===== config.mk =====
export PLATFORM = sky130hd
export DESIGN_NAME = qc_ldpc_encoder
export DESIGN_NICKNAME = d
export VERILOG_FILES = /design/src/rtl/qc_enc_pkg.sv /design/src/rtl/qc_enc_ctrl.sv /design/src/rtl/qc_row_rotator.sv /design/src/rtl/qc_parity_acc.sv /design/src/rtl/qc_msg_store.sv /design/src/rtl/qc_ldpc_encoder.sv
export SDC_FILE = /design/constraint.sdc
export NUM_CORES = 1
export LEC_CHECK = 0
export ABC_CLOCK_PERIOD_IN_PS = 3160
export BUFFER_PORTS_ARGS = -buffer_cell sky130_fd_sc_hd__buf_4
export CAP_MARGIN = 20
export CELL_PAD_IN_SITES_DETAIL_PLACEMENT = 0
export CELL_PAD_IN_SITES_GLOBAL_PLACEMENT = 1
export CORE_MARGIN = 2
export CORE_UTILIZATION = 43
export CTS_CLUSTER_DIAMETER = 150
export DETAILED_ROUTE_END_ITERATION = 16
export PLACE_DENSITY_LB_ADDON = 0.1
export SETUP_SLACK_MARGIN = 0.02
export SLEW_MARGIN = 30
export SYNTH_ARGS = -nofsm -noshare
export SYNTH_HDL_FRONTEND = slang
export SYNTH_SLANG_ARGS = --single-unit

===== constraint.sdc =====
create_clock -name clk -period 3.16 [get_ports clk]
set_input_delay 0.158 -clock clk [delete_from_list [all_inputs] [get_ports clk]]
set_output_delay 0.158 -clock clk [all_outputs]
set_load 0.01 [all_outputs]

===== src/rtl/qc_enc_pkg.sv =====
package qc_enc_pkg;

    // Default code geometry: circulant size and number of circulant blocks
    localparam int DEF_M = 15;
    localparam int DEF_L = 2;

    // Parity-check first circulant h1(x) = 1 + x^5 + x^9
    localparam logic [DEF_M-1:0] DEF_H1 = 15'h0221;

    // Generator circulant first row q(x) = 1 + x^3 + x^4 + x^8 + x^11
    localparam logic [(DEF_L-1)*DEF_M-1:0] DEF_GEN = 15'h0919;

    typedef enum logic {
        ENC_IDLE = 1'b0,
        ENC_RUN  = 1'b1
    } enc_phase_e;

    // Safe width for a counter that must hold values 0..n-1
    function automatic int cnt_width(input int n);
        return (n > 1) ? $clog2(n) : 1;
    endfunction

endpackage


===== src/rtl/qc_enc_ctrl.sv =====
module qc_enc_ctrl
    import qc_enc_pkg::*;
#(
    parameter int M = DEF_M,
    parameter int NB = DEF_L - 1,
    localparam int CNT_W = cnt_width(M),
    localparam int BLK_W = cnt_width(NB)
) (
    input  logic             clk,
    input  logic             rst,
    input  logic             start,
    input  logic             in_valid,
    output logic             in_ready,
    output logic             step,
    output logic             row_load,
    output logic [BLK_W-1:0] row_sel,
    output logic             row_shift,
    output logic             done
);

    typedef struct packed {
        enc_phase_e       phase;
        logic [BLK_W-1:0] blk;
        logic [CNT_W-1:0] pos;
        logic             done;
    } ctrl_state_t;

    localparam logic [CNT_W-1:0] POS_LAST = CNT_W'(M - 1);
    localparam logic [BLK_W-1:0] BLK_LAST = BLK_W'(NB - 1);

    ctrl_state_t st_q, st_d;
    logic        pos_end;
    logic        blk_end;

    assign in_ready = (st_q.phase == ENC_RUN);
    assign step     = in_ready && in_valid && !start;
    assign pos_end  = (st_q.pos == POS_LAST);
    assign blk_end  = (st_q.blk == BLK_LAST);
    assign done     = st_q.done;

    // Row register: load block 0 on start, next block at a block boundary
    assign row_load  = start || (step && pos_end && !blk_end);
    assign row_sel   = start ? '0 : st_q.blk + 1'b1;
    assign row_shift = step && !pos_end;

    always_comb begin
        st_d      = st_q;
        st_d.done = 1'b0;
        if (start) begin
            st_d.phase = ENC_RUN;
            st_d.blk   = '0;
            st_d.pos   = '0;
        end else if (step) begin
            if (pos_end) begin
                st_d.pos = '0;
                if (blk_end) begin
                    st_d.phase = ENC_IDLE;
                    st_d.done  = 1'b1;
                end else begin
                    st_d.blk = st_q.blk + 1'b1;
                end
            end else begin
                st_d.pos = st_q.pos + 1'b1;
            end
        end
    end

    always_ff @(posedge clk) begin
        if (rst) begin
            st_q <= '{phase: ENC_IDLE, blk: '0, pos: '0, done: 1'b0};
        end else begin
            st_q <= st_d;
        end
    end

endmodule


===== src/rtl/qc_row_rotator.sv =====
module qc_row_rotator
    import qc_enc_pkg::*;
#(
    parameter int M = DEF_M,
    parameter int NB = DEF_L - 1,
    parameter logic [NB*M-1:0] GEN_ROWS = DEF_GEN,
    localparam int BLK_W = cnt_width(NB),
    localparam int NSLOT = 1 << BLK_W
) (
    input  logic             clk,
    input  logic             rst,
    input  logic             load,
    input  logic [BLK_W-1:0] sel,
    input  logic             shift,
    output logic [M-1:0]     row
);

    logic [M-1:0] slot_rows [NSLOT];

    // Unused slots (when NB is not a power of two) read as zero
    for (genvar s = 0; s < NSLOT; s++) begin : g_slot
        if (s < NB) begin : g_used
            assign slot_rows[s] = GEN_ROWS[s*M +: M];
        end else begin : g_pad
            assign slot_rows[s] = '0;
        end
    end

    logic [M-1:0] row_q;

    always_ff @(posedge clk) begin
        if (rst) begin
            row_q <= '0;
        end else if (load) begin
            row_q <= slot_rows[sel];
        end else if (shift) begin
            // bit k moves to k+1; top bit wraps to 0
            row_q <= {row_q[M-2:0], row_q[M-1]};
        end
    end

    assign row = row_q;

endmodule


===== src/rtl/qc_parity_acc.sv =====
module qc_parity_acc
    import qc_enc_pkg::*;
#(
    parameter int M = DEF_M
) (
    input  logic         clk,
    input  logic         rst,
    input  logic         clear,
    input  logic         step,
    input  logic         bit_in,
    input  logic [M-1:0] row,
    output logic [M-1:0] parity
);

    logic [M-1:0] acc_q;

    always_ff @(posedge clk) begin
        if (rst || clear) begin
            acc_q <= '0;
        end else if (step && bit_in) begin
            acc_q <= acc_q ^ row;
        end
    end

    assign parity = acc_q;

endmodule


===== src/rtl/qc_msg_store.sv =====
module qc_msg_store
    import qc_enc_pkg::*;
#(
    parameter int MB = (DEF_L - 1) * DEF_M
) (
    input  logic          clk,
    input  logic          rst,
    input  logic          clear,
    input  logic          step,
    input  logic          bit_in,
    output logic [MB-1:0] msg
);

    logic [MB-1:0] msg_q;

    // Shift toward index 0 so the first bit taken lands at index 0
    always_ff @(posedge clk) begin
        if (rst || clear) begin
            msg_q <= '0;
        end else if (step) begin
            if (MB > 1) begin
                msg_q <= {bit_in, msg_q[MB-1:1]};
            end else begin
                msg_q <= MB'(bit_in);
            end
        end
    end

    assign msg = msg_q;

endmodule


===== src/rtl/qc_ldpc_encoder.sv =====
module qc_ldpc_encoder
    import qc_enc_pkg::*;
#(
    parameter int M = DEF_M,
    parameter int L = DEF_L,
    parameter logic [(L-1)*M-1:0] GEN_ROWS = DEF_GEN
) (
    input  logic         clk,
    input  logic         rst,
    input  logic         start,
    input  logic         in_valid,
    input  logic         in_bit,
    output logic         in_ready,
    output logic [L*M-1:0] cw_out,
    output logic         done
);

    localparam int NB    = L - 1;
    localparam int MB    = NB * M;
    localparam int BLK_W = cnt_width(NB);

    logic             step;
    logic             row_load;
    logic [BLK_W-1:0] row_sel;
    logic             row_shift;
    logic [M-1:0]     row;
    logic [M-1:0]     parity;
    logic [MB-1:0]    msg;

    qc_enc_ctrl #(.M(M), .NB(NB)) ctrl_i (
        .clk       (clk),
        .rst       (rst),
        .start     (start),
        .in_valid  (in_valid),
        .in_ready  (in_ready),
        .step      (step),
        .row_load  (row_load),
        .row_sel   (row_sel),
        .row_shift (row_shift),
        .done      (done)
    );

    qc_row_rotator #(.M(M), .NB(NB), .GEN_ROWS(GEN_ROWS)) rot_i (
        .clk   (clk),
        .rst   (rst),
        .load  (row_load),
        .sel   (row_sel),
        .shift (row_shift),
        .row   (row)
    );

    qc_parity_acc #(.M(M)) acc_i (
        .clk    (clk),
        .rst    (rst),
        .clear  (start),
        .step   (step),
        .bit_in (in_bit),
        .row    (row),
        .parity (parity)
    );

    qc_msg_store #(.MB(MB)) msg_i (
        .clk    (clk),
        .rst    (rst),
        .clear  (start),
        .step   (step),
        .bit_in (in_bit),
        .msg    (msg)
    );

    assign cw_out = {parity, msg};

endmodule


==> qor.csv <==
stage,metric,value,unit
clocking,clk sinks,51,
layout,P&R area growth vs syn,19.2,%
synthesis,sequential element share of the synthesized area,51.1,%
floorplanning,Die Wd,72.1,µm
timing,crit path time final,1.73,ns
routing,overall routed net length,4150,µm
clocking,clock latency on the worst-skew pair,0.30,ns
placed_design,hpwl dp,2810,µm
floorplanning,Die H,72.1,µm
placed_design,DP Area,0.00228,mm²
global_routing,grt ovf,0,
floorplanning,I/O pins,37,
placed_design,DP Cell Count,316,
timing,Slew @ Worst Pin,0.881,ns
layout,Sequential Area,0.00102,mm²
pwr,Power Total,1.11,mW
layout,layout cells sized above 1,17.3,%
synthesis,"Distinct cells, synth",26,
clocking,Max Buffers Root-to-Sink,2,
timing,setup tns final,0,ns
global_routing,largest net degree at the start of global routing,23,
critical_path,Crit. End Element,register,
clocking,CTS tree,done,
run_status,outcome,"complete, no violations",
synthesis,Syn Area/Cell,8.32,µm²
clocking,Num CTS Buffers,5,
floorplanning,Core Rows,24,
timing,endpoints failing hold,0,
routing,Post-route DRC,0,
timing,RSZ-0062 raised after global routing,false,
synthesis,Yosys warning count,0,
clocking,Post-CTS Setup Bufs,0,
clocking,H-tree Lvls,2,
routing,DRT Pass-1 Iters,4,
floorplanning,Initial Util,45.2,%
timing,final worst-path cycle share,54.7,%
worst_hold_path,HP Class,input pin to register,
pwr,Pwr per Cell Area,468,mW/mm²
layout,final cell count without fillers,324,
timing,Max-slew headroom,41.0,%
layout,Final Cell Area,0.00238,mm²
synthesis,top area cells in the synthesized netlist,"dfxtp_1 (51%), a21oi_1 (9.8%), nand2_1 (7.7%), o21ai_0 (6.3%), or3_1 (5.0%)",
critical_path,Worst Path Arrival,1.96,ns
synthesis,Synth Net Count,245,
synthesis,Synth Cell Area,0.00200,mm²
critical_path,crit path max fanout,19,
routing,Vias,1669,
run,Max-Cap Viols,0,
layout,most frequent cells in the layout,"dfxtp_1 (51), nand2_1 (41), a21oi_1 (39), buf_4 (39), o21ai_0 (25)",
timing,Setup-failing EPs final,0,
critical_path,Setup CP Type,register to register,
pwr,maximum vdd ir drop,0.000201,V
routing,DRT antenna net count,0,
layout,diode count,0,
clocking,CTS root buffer,clkbuf_8,
timing,Setup Skew,0.00510,ns
synthesis,Synth top area share,51.1,%
clocking,"Reg clk slew, reported paths",0.09,ns
global_routing,initial antenna violation count,0,
layout,Final nets,276,
clocking,post-CTS sizing,0,
routing,WL/cell,12.8,µm
layout,# fillers,437,
layout,area of the multi-input gates,833,µm²
pwr,Static Leak,0.834,nW
timing,Slew Limit Fails,0,
global_routing,vias in the first global route,1471,
synthesis,Yosys top cell by area,dfxtp_1,
routing,vias per inst,5.15,
critical_path,type of origin of the critical path,register,
synthesis,synthesized instance count,240,
clocking,hold buffers post-CTS,0,
timing,fmax,0.578,GHz
floorplanning,total core area,0.00441,mm²
global_routing,total track usage,17.0,%
global_routing,first-pass GRT wire length,6980,µm
synthesis,Synth Register Bits,51,
floorplanning,die area,0.00520,mm²
placed_design,count of buffers from port buffering,36,
placed_design,routability cong.,0.652,
layout,"commonest non-fill, non-tap cell in the layout",dfxtp_1,
critical_path,Crit path required time,3.39,ns
routing,initial DRC count,82,
[registers in the layout (all words and copies together) (netlist names)]
register	flops
ctrl_i.st_q	4
ctrl_i.in_ready	1
rot_i.row	15
acc_i.parity	15
msg_i.msg	15
ctrl_i.done	1
[worst max-delay path: stages, from the launching register on]
cell	delay (ns)
dfxtp_1	0.42
nand4b_1	0.41
buf_4	0.35
or3_1	0.32
a21oi_1	0.14
[worst paths after layout]
path              depth (start not counted)       startpoint  slack, ns              end
hold reg to reg                           2     msg_i.msg[0]       0.46     msg_i.msg[0]
setup / recovery                          4  ctrl_i.in_ready       1.43  acc_i.parity[2]
hold / removal                            2              rst       0.09     rot_i.row[0]
setup reg to reg                          4  ctrl_i.in_ready       1.43  acc_i.parity[2]
[metal layers]
metal  track usage [%]  part of all wire [%]
met4              5.66                   1.3
met2              25.8                    43
met1              23.8                    51
met5                 0                     0
met3              4.31                   4.3
[cell usage after synthesis (all sizes together)]
| cell type | count |
|---|---|
| dfxtp | 51 |
| or2 | 1 |
| o21ai | 26 |
| o211ai | 1 |
| and4b | 1 |
| nand4 | 3 |
| nand2 | 41 |
| nand3b | 1 |
| a21oi | 39 |
| inv | 18 |
| nor2 | 5 |
| a311oi | 1 |
| o31ai | 1 |
| and2 | 1 |
| clkbuf | 10 |
| or3 | 16 |
| nand4b | 3 |
| a31oi | 5 |
| buf | 5 |
| or4 | 2 |
| nor3 | 1 |
| mux2i | 6 |
| or3b | 2 |
[final cells by class]
type,count,share of cell area [%]
Clock buffer,8,4.21
Tap cell,52,2.73
Timing Repair Buffer,39,12.3
Sequential cell,51,42.9
Inverter,18,2.84
Multi-Input combinational cell,156,35.0
[metrics by stage]
stage / util [%] / hold slack, ns / setup slack, ns
finish: 53.9 / 0.0875 / 1.43
global route: 53.9 / 0.0867 / 1.28
CTS: 53.9 / 0.0802 / 1.42
detailed placement: 51.6 / 0.405 / 1.45
global placement: 51.6 / 0.404 / 1.51
floorplan: - / 0.271 / 1.84
[report_power, final]
group          switching (mW)  internal (mW)
Clock                   0.205          0.200
Combinational          0.0367         0.0172
Sequential            0.00576          0.649
Total                   0.247          0.866
[cells by family after synthesis]
family / synth area share (%)
flip-flops: 51.1
AO/OA/AOI/OAI: 19.0
AND/OR/NAND/NOR: 19.7
buffers and inverters: 7.14
multiplexers: 3.01
Power figures use the tool's default switching activity.
